`config.mk`:
```
export PLATFORM = sky130hd
export DESIGN_NAME = vfg_gen
export DESIGN_NICKNAME = d
export VERILOG_FILES = /design/src/rtl/vfg_pkg.sv /design/src/rtl/vfg_cword_reg.sv /design/src/rtl/vfg_fold.sv /design/src/rtl/vfg_accum.sv /design/src/rtl/vfg_gen.sv
export SDC_FILE = /design/constraint.sdc
export NUM_CORES = 1
export LEC_CHECK = 0
export BUFFER_PORTS_ARGS = -buffer_cell sky130_fd_sc_hd__buf_4
export CORE_MARGIN = 2
export CORE_UTILIZATION = 35
export DETAILED_ROUTE_END_ITERATION = 8
export PLACE_DENSITY = 0.48
export SLEW_MARGIN = 20
export SYNTH_ARGS = -nofsm -noshare
export SYNTH_HDL_FRONTEND = slang
export SYNTH_SLANG_ARGS = --single-unit
```
`constraint.sdc`:
```
create_clock -name clk -period 4.53 [get_ports clk]
set_clock_uncertainty 0.05 [all_clocks]
set_input_delay 0.906 -clock clk [delete_from_list [all_inputs] [get_ports clk]]
set_output_delay 0.906 -clock clk [all_outputs]
set_load 0.02 [all_outputs]
```
`src/rtl/vfg_pkg.sv`:
```
package vfg_pkg;
  typedef enum logic {
    HALF_LO = 1'b0,
    HALF_HI = 1'b1
  } half_e;
endpackage

```
`src/rtl/vfg_cword_reg.sv`:
```
module vfg_cword_reg
  import vfg_pkg::*;
#(
  parameter int WORD_W = 16,
  parameter int BYTE_W = 8
) (
  input  logic              clk,
  input  logic              rst_n,
  input  logic              wr_hit,
  input  half_e             wr_half,
  input  logic [BYTE_W-1:0] wr_byte,
  output logic [WORD_W-1:0] word
);
  localparam int HI_W = WORD_W - BYTE_W;

  logic [BYTE_W-1:0] stg_lo;
  logic [HI_W-1:0]   stg_hi;
  logic              have_lo, have_hi;
  logic [WORD_W-1:0] word_q;

  always_ff @(posedge clk or negedge rst_n) begin
    if (!rst_n) begin
      stg_lo  <= '0;
      stg_hi  <= '0;
      have_lo <= 1'b0;
      have_hi <= 1'b0;
      word_q  <= '0;
    end else if (wr_hit) begin
      if (wr_half == HALF_HI) begin
        if (have_lo) begin
          word_q  <= {wr_byte[HI_W-1:0], stg_lo};
          have_lo <= 1'b0;
          have_hi <= 1'b0;
        end else begin
          stg_hi  <= wr_byte[HI_W-1:0];
          have_hi <= 1'b1;
        end
      end else begin
        if (have_hi) begin
          word_q  <= {stg_hi, wr_byte};
          have_lo <= 1'b0;
          have_hi <= 1'b0;
        end else begin
          stg_lo  <= wr_byte;
          have_lo <= 1'b1;
        end
      end
    end
  end

  assign word = word_q;

  // the word only moves on the edge of a write, and staging is empty after it
  assert_commit_on_write_R2: assert property (@(posedge clk) disable iff (!rst_n)
    !$stable(word_q) |-> $past(wr_hit));
  assert_staging_cleared_R2: assert property (@(posedge clk) disable iff (!rst_n)
    !$stable(word_q) |-> (!have_lo && !have_hi));
  // an upper byte with no lower byte staged never touches the word
  assert_lone_half_held_R3: assert property (@(posedge clk) disable iff (!rst_n)
    (wr_hit && wr_half == HALF_HI && !have_lo) |=> $stable(word_q));
endmodule

```
`src/rtl/vfg_fold.sv`:
```
module vfg_fold #(
  parameter int WORD_W = 16
) (
  input  logic [WORD_W-1:0] cw,
  output logic [WORD_W-1:0] inc
);
  localparam logic [WORD_W-1:0] HALF = WORD_W'(1) << (WORD_W - 1);

  always_comb begin
    if (cw[WORD_W-1]) inc = ~cw + 1'b1;
    else              inc = cw;
    // a folded increment never exceeds half scale
    assert_inc_bound_R4: assert (inc <= HALF);
  end
endmodule

```
`src/rtl/vfg_accum.sv`:
```
module vfg_accum #(
  parameter int ACC_W = 16
) (
  input  logic             clk,
  input  logic             rst_n,
  input  logic             run,
  input  logic [ACC_W-1:0] inc,
  output logic             wave,
  output logic             tick
);
  logic [ACC_W-1:0] acc_q;
  logic [ACC_W-1:0] sum;
  logic             tick_q;

  assign sum = acc_q + inc;

  always_ff @(posedge clk or negedge rst_n) begin
    if (!rst_n) begin
      acc_q  <= '0;
      tick_q <= 1'b0;
    end else if (!run) begin
      acc_q  <= '0;
      tick_q <= 1'b0;
    end else begin
      acc_q  <= sum;
      tick_q <= sum[ACC_W-1] & ~acc_q[ACC_W-1];
    end
  end

  assign wave = acc_q[ACC_W-1];
  assign tick = tick_q;

  // a stopped channel is parked at zero with no pulse
  assert_stop_clears_R7: assert property (@(posedge clk) disable iff (!rst_n)
    !run |=> (acc_q == '0 && !tick_q));
  // a tick only marks the first high cycle of the wave
  assert_tick_on_rise_R6: assert property (@(posedge clk) disable iff (!rst_n)
    tick_q |-> (acc_q[ACC_W-1] && !$past(acc_q[ACC_W-1])));
endmodule

```
`src/rtl/vfg_gen.sv`:
```
module vfg_gen
  import vfg_pkg::*;
#(
  parameter int NUM_CH = 2,
  parameter int WORD_W = 16,
  parameter int BYTE_W = 8,
  localparam int CH_W   = (NUM_CH > 1) ? $clog2(NUM_CH) : 1,
  localparam int ADDR_W = CH_W + 1
) (
  input  logic              clk,
  input  logic              rst_n,
  input  logic              wr_en,
  input  logic [ADDR_W-1:0] wr_addr,
  input  logic [BYTE_W-1:0] wr_data,
  input  logic [NUM_CH-1:0] chan_run,
  output logic [NUM_CH-1:0] wave,
  output logic [NUM_CH-1:0] tick
);
  half_e wr_half;
  assign wr_half = half_e'(wr_addr[0]);

  for (genvar ch = 0; ch < NUM_CH; ch++) begin : g_ch
    logic              hit;
    logic [WORD_W-1:0] word;
    logic [WORD_W-1:0] inc;

    assign hit = wr_en && (wr_addr[ADDR_W-1:1] == CH_W'(ch));

    vfg_cword_reg #(.WORD_W(WORD_W), .BYTE_W(BYTE_W)) u_word (
      .clk     (clk),
      .rst_n   (rst_n),
      .wr_hit  (hit),
      .wr_half (wr_half),
      .wr_byte (wr_data),
      .word    (word)
    );

    vfg_fold #(.WORD_W(WORD_W)) u_fold (
      .cw  (word),
      .inc (inc)
    );

    vfg_accum #(.ACC_W(WORD_W)) u_acc (
      .clk   (clk),
      .rst_n (rst_n),
      .run   (chan_run[ch]),
      .inc   (inc),
      .wave  (wave[ch]),
      .tick  (tick[ch])
    );
  end
endmodule

```
==> metrics.txt <==
# TYPE chip_impl_metric gauge
chip_impl_metric{name="grt_pass1_wl",unit="um"} 22900
chip_impl_info{name="status",value="finished, final reports clean"} 1
chip_impl_metric{name="p_comb_share",unit="%"} 54.7
chip_impl_metric{name="p_int",unit="W"} 0.00307
chip_impl_metric{name="clk_pin_slew_worst_paths",unit="ns"} 0.08
chip_impl_metric{name="synth-seq-cells",unit=""} 102
chip_impl_info{name="grt_setup_unrepaired",value="no"} 1
chip_impl_metric{name="setup_violations_final",unit=""} 0
chip_impl_metric{name="post_cts_buffers",unit=""} 0
chip_impl_metric{name="dr.first_iter.drc_count",unit=""} 259
chip_impl_metric{name="core_area",unit="um^2"} 17200
chip_impl_metric{name="rows",unit=""} 48
chip_impl_metric{name="post_route_cells_drive_above_1_share",unit="%"} 13.4
chip_impl_metric{name="post_synth_inst_count",unit=""} 619
chip_impl_metric{name="grtUsageMet3",unit="%"} 2.27
chip_impl_metric{name="p_sw",unit="W"} 0.00230
chip_impl_metric{name="use_met2",unit="%"} 24.7
chip_impl_metric{name="drt-total-wl",unit="um"} 13500
chip_impl_metric{name="gp_congestion",unit=""} 0.824
chip_impl_metric{name="hold_viol",unit=""} 0
chip_impl_metric{name="ys_async_sr_fraction",unit="%"} 100
chip_impl_metric{name="die-area",unit="um^2"} 18500
chip_impl_metric{name="worst-path-max-fanout",unit=""} 5
chip_impl_metric{name="num_antenna_cells",unit=""} 0
chip_impl_metric{name="synth_edf_count",unit=""} 0
chip_impl_metric{name="power.total",unit="W"} 0.00537
chip_impl_metric{name="cts-root-to-sink-buffers",unit=""} 2
chip_impl_info{name="netlist.top_cell.by_area",value="sky130_fd_sc_hd__dfrtp_1"} 1
chip_impl_metric{name="drt_drc_violations_left",unit=""} 0
chip_impl_metric{name="critPathArrivalTime",unit="ns"} 3.86
chip_impl_metric{name="avgViaCountPerCell",unit=""} 5.21
chip_impl_metric{name="cts_inserted_buffers",unit=""} 9
chip_impl_metric{name="peakVddDrop",unit="mV"} 0.248
chip_impl_metric{name="p_seq_share",unit="%"} 28.9
chip_impl_metric{name="detail-route-antenna-nets",unit=""} 0
chip_impl_metric{name="synth_top_cell_area_share",unit="%"} 41.8
chip_impl_metric{name="power.share.clock",unit="%"} 16.4
chip_impl_metric{name="place.port_buffers",unit=""} 18
chip_impl_metric{name="max-cap-violations",unit=""} 0
chip_impl_metric{name="finalWorstPathRequiredPeriod",unit="ns"} 3.63
chip_impl_metric{name="grt-ovfl-total",unit=""} 0
chip_impl_metric{name="chipHeight",unit="um"} 136
chip_impl_metric{name="antenna_found_initial",unit=""} 0
chip_impl_info{name="global_routing_s_busiest_layer",value="met2"} 1
chip_impl_info{name="synth_most_common_cell",value="sky130_fd_sc_hd__dfrtp_1"} 1
chip_impl_metric{name="period_share",unit="%"} 80.1
chip_impl_metric{name="num_vias",unit=""} 4464
chip_impl_info{name="min-delay-path-class",value="flip-flop to flip-flop"} 1
chip_impl_metric{name="first_pass_iters",unit=""} 4
chip_impl_metric{name="grt_use_total",unit="%"} 15.8
chip_impl_metric{name="maximum_number_of_pins_on_one_net_before_global_route_repair",unit=""} 52
chip_impl_metric{name="worstMarginPinSlew",unit="ns"} 1.08
chip_impl_metric{name="dieWidth",unit="um"} 136
chip_impl_metric{name="power.density",unit="nW/um^2"} 792
chip_impl_info{name="start_kind",value="flip-flop"} 1
chip_impl_metric{name="yosys_warnings",unit=""} 0
chip_impl_info{name="netlist_top_cells_count",value="102 x sky130_fd_sc_hd__dfrtp_1, 75 x sky130_fd_sc_hd__a21oi_1, 58 x sky130_fd_sc_hd__nor2_1"} 1
chip_impl_metric{name="n_fill_cell",unit=""} 1781
chip_impl_metric{name="cts.hold.buffers_added",unit=""} 0
chip_impl_metric{name="post_synth.cell_area_avg",unit="um^2"} 9.85
chip_impl_metric{name="initial_core_util",unit="%"} 35.5
chip_impl_metric{name="wl_per_cell",unit="um"} 15.8
chip_impl_info{name="tritoncts",value="built"} 1
chip_impl_info{name="worst-setup-path-type",value="flip-flop to flip-flop"} 1
chip_impl_metric{name="report.final.slew_viol_count",unit=""} 0
chip_impl_metric{name="synth_cell_type_count",unit=""} 58
chip_impl_metric{name="nNetsFinal",unit=""} 678
chip_impl_metric{name="utilization",unit="%"} 39.5
chip_impl_metric{name="syn_nets",unit=""} 670
chip_impl_metric{name="via_count_of_the_first_global_routing_pass",unit=""} 4478
chip_impl_metric{name="ctsHtreeMaxLevel",unit=""} 3
chip_impl_info{name="dominantRegCellSynth",value="sky130_fd_sc_hd__dfrtp_1"} 1
chip_impl_metric{name="switching_share",unit="%"} 42.9
chip_impl_metric{name="worst_slew_margin_rel",unit="%"} 27.8
chip_impl_metric{name="fin_setup_tns",unit="ns"} 0
chip_impl_metric{name="numClockSinks",unit=""} 102
chip_impl_metric{name="post_synth_instance_area",unit="um^2"} 6100
chip_impl_metric{name="p_leak",unit="nW"} 2.97
chip_impl_info{name="synthTopCellsByArea",value="sky130_fd_sc_hd__dfrtp_1 42%, sky130_fd_sc_hd__ha_1 7.0%, sky130_fd_sc_hd__a21oi_1 6.2%"} 1
chip_impl_metric{name="met1_usage",unit="%"} 22.6
chip_impl_metric{name="i_o_pins",unit=""} 19
chip_impl_metric{name="timing.fmax",unit="MHz"} 276
chip_impl_metric{name="critical_path_required",unit="ns"} 4.76
chip_impl_metric{name="clock_latency",unit="ns"} 0.35
chip_impl_metric{name="yosysSeqAreaShare",unit="%"} 41.8
chip_impl_metric{name="detailed_place_hpwl",unit="um"} 9950
chip_impl_info{name="ctsRootBufferMaster",value="sky130_fd_sc_hd__clkbuf_16"} 1
chip_impl_metric{name="post_cts_resize_count",unit=""} 0
chip_impl_metric{name="synth_to_layout_area_growth",unit="%"} 11.2
chip_impl_info{name="crit_path_end_kind",value="flip-flop"} 1
path summary, 6_finish.rpt:
| check | start | to | slack [ns] | cells after the start |
|---|---|---|---|---|
| hold / removal | g_ch[1].u_acc.acc_q[15] | g_ch[1].u_acc.tick | 0.44 | 1 |
| min in group asynchronous | rst_n | g_ch[1].u_acc.tick | 0.53 | 1 |
| max in group asynchronous | rst_n | g_ch[0].u_acc.acc_q[1] | 3.05 | 2 |
| hold reg to reg | g_ch[1].u_acc.acc_q[15] | g_ch[1].u_acc.tick | 0.44 | 1 |
| setup reg to reg | g_ch[1].u_word.word[6] | g_ch[1].u_acc.tick | 0.90 | 10 |
| setup / recovery | g_ch[1].u_word.word[6] | g_ch[1].u_acc.tick | 0.90 | 10 |
placed cells by master, fill, tap and decap left out, types with 5 or more instances in the layout:
cell type / instances
sky130_fd_sc_hd__nor2b_1: 13
sky130_fd_sc_hd__a21o_1: 15
sky130_fd_sc_hd__nand4_1: 6
sky130_fd_sc_hd__nor3_1: 12
sky130_fd_sc_hd__o31ai_1: 8
sky130_fd_sc_hd__a21oi_1: 75
sky130_fd_sc_hd__nand2b_1: 16
sky130_fd_sc_hd__nand3_1: 5
sky130_fd_sc_hd__or4_4: 5
sky130_fd_sc_hd__nand2_1: 41
sky130_fd_sc_hd__dfrtp_1: 102
sky130_fd_sc_hd__clkbuf_16: 9
sky130_fd_sc_hd__o21a_1: 9
sky130_fd_sc_hd__mux2_2: 32
sky130_fd_sc_hd__buf_4: 21
sky130_fd_sc_hd__ha_1: 34
sky130_fd_sc_hd__xor2_1: 7
sky130_fd_sc_hd__o21ai_0: 24
sky130_fd_sc_hd__nor2_1: 56
sky130_fd_sc_hd__mux2i_1: 25
sky130_fd_sc_hd__inv_1: 17
sky130_fd_sc_hd__xnor2_1: 30
power by group through the flow:
stage               Clock, W  Combinational [W]  Sequential (W)
floorplan                  0            0.00240         0.00146
global placement           0            0.00290         0.00156
detailed placement         0            0.00294         0.00157
CTS                 0.000915            0.00296         0.00156
global route        0.000943            0.00336         0.00161
finish              0.000883            0.00294         0.00155
flip-flops by register name (all words and copies together), names as in the netlist:
name,cells
g_ch.u_word.stg_hi,16
g_ch.u_word.have_hi,2
g_ch.u_word.have_lo,2
g_ch.u_acc.tick,2
g_ch.u_acc.acc_q,32
g_ch.u_word.word,32
g_ch.u_word.stg_lo,16
critical path, cell delays in order, from the launching register on:
cell,delay [ns]
sky130_fd_sc_hd__dfrtp_1,0.41
sky130_fd_sc_hd__or4_4,0.55
sky130_fd_sc_hd__or3_1,0.42
sky130_fd_sc_hd__o31ai_1,0.27
sky130_fd_sc_hd__xnor2_1,0.16
sky130_fd_sc_hd__ha_1,0.30
sky130_fd_sc_hd__a21oi_1,0.23
sky130_fd_sc_hd__o21ai_0,0.15
sky130_fd_sc_hd__a221o_1,0.34
sky130_fd_sc_hd__or4_1,0.53
sky130_fd_sc_hd__a21oi_1,0.14
per-layer routing:
metal	routed length (um)	share of wire, %
met1	6870	51
met2	6160	45
met3	334	2.5
met4	180	1.3
met5	0	0
kinds of logic after synthesis:
logic type | count (synthesis) | synth area share [%]
mux | 57 | 10.0
xor+xnor | 38 | 5.58
simple gates | 185 | 16.0
fa+ha+maj | 36 | 7.63
buf+inv | 41 | 2.87
compound gates | 160 | 16.0
flops | 102 | 41.8
per-stage QoR:
stage | setup WS (ns) | cells | instance area [um^2] | hold slack (ns)
after floorplan | 1.11 | 619 | 6100 | 0.391
after global placement | 0.946 | 841 | 6430 | 0.421
after detailed placement | 0.885 | 841 | 6430 | 0.427
after CTS | 0.878 | 857 | 6770 | 0.440
final | 0.901 | 857 | 6780 | 0.439
after global routing | 0.604 | 857 | 6780 | 0.462
layout make-up:
cell class	count	area, um^2	area share, %
clock buffer	9	225	3.32
timing repair buffer	21	158	2.32
multi-input combinational	476	3390	49.9
clock inverter	7	114	1.68
inverter	17	63.8	0.941
sequential	102	2550	37.6
tap	225	282	4.15
Power figures use the tool's default switching activity.
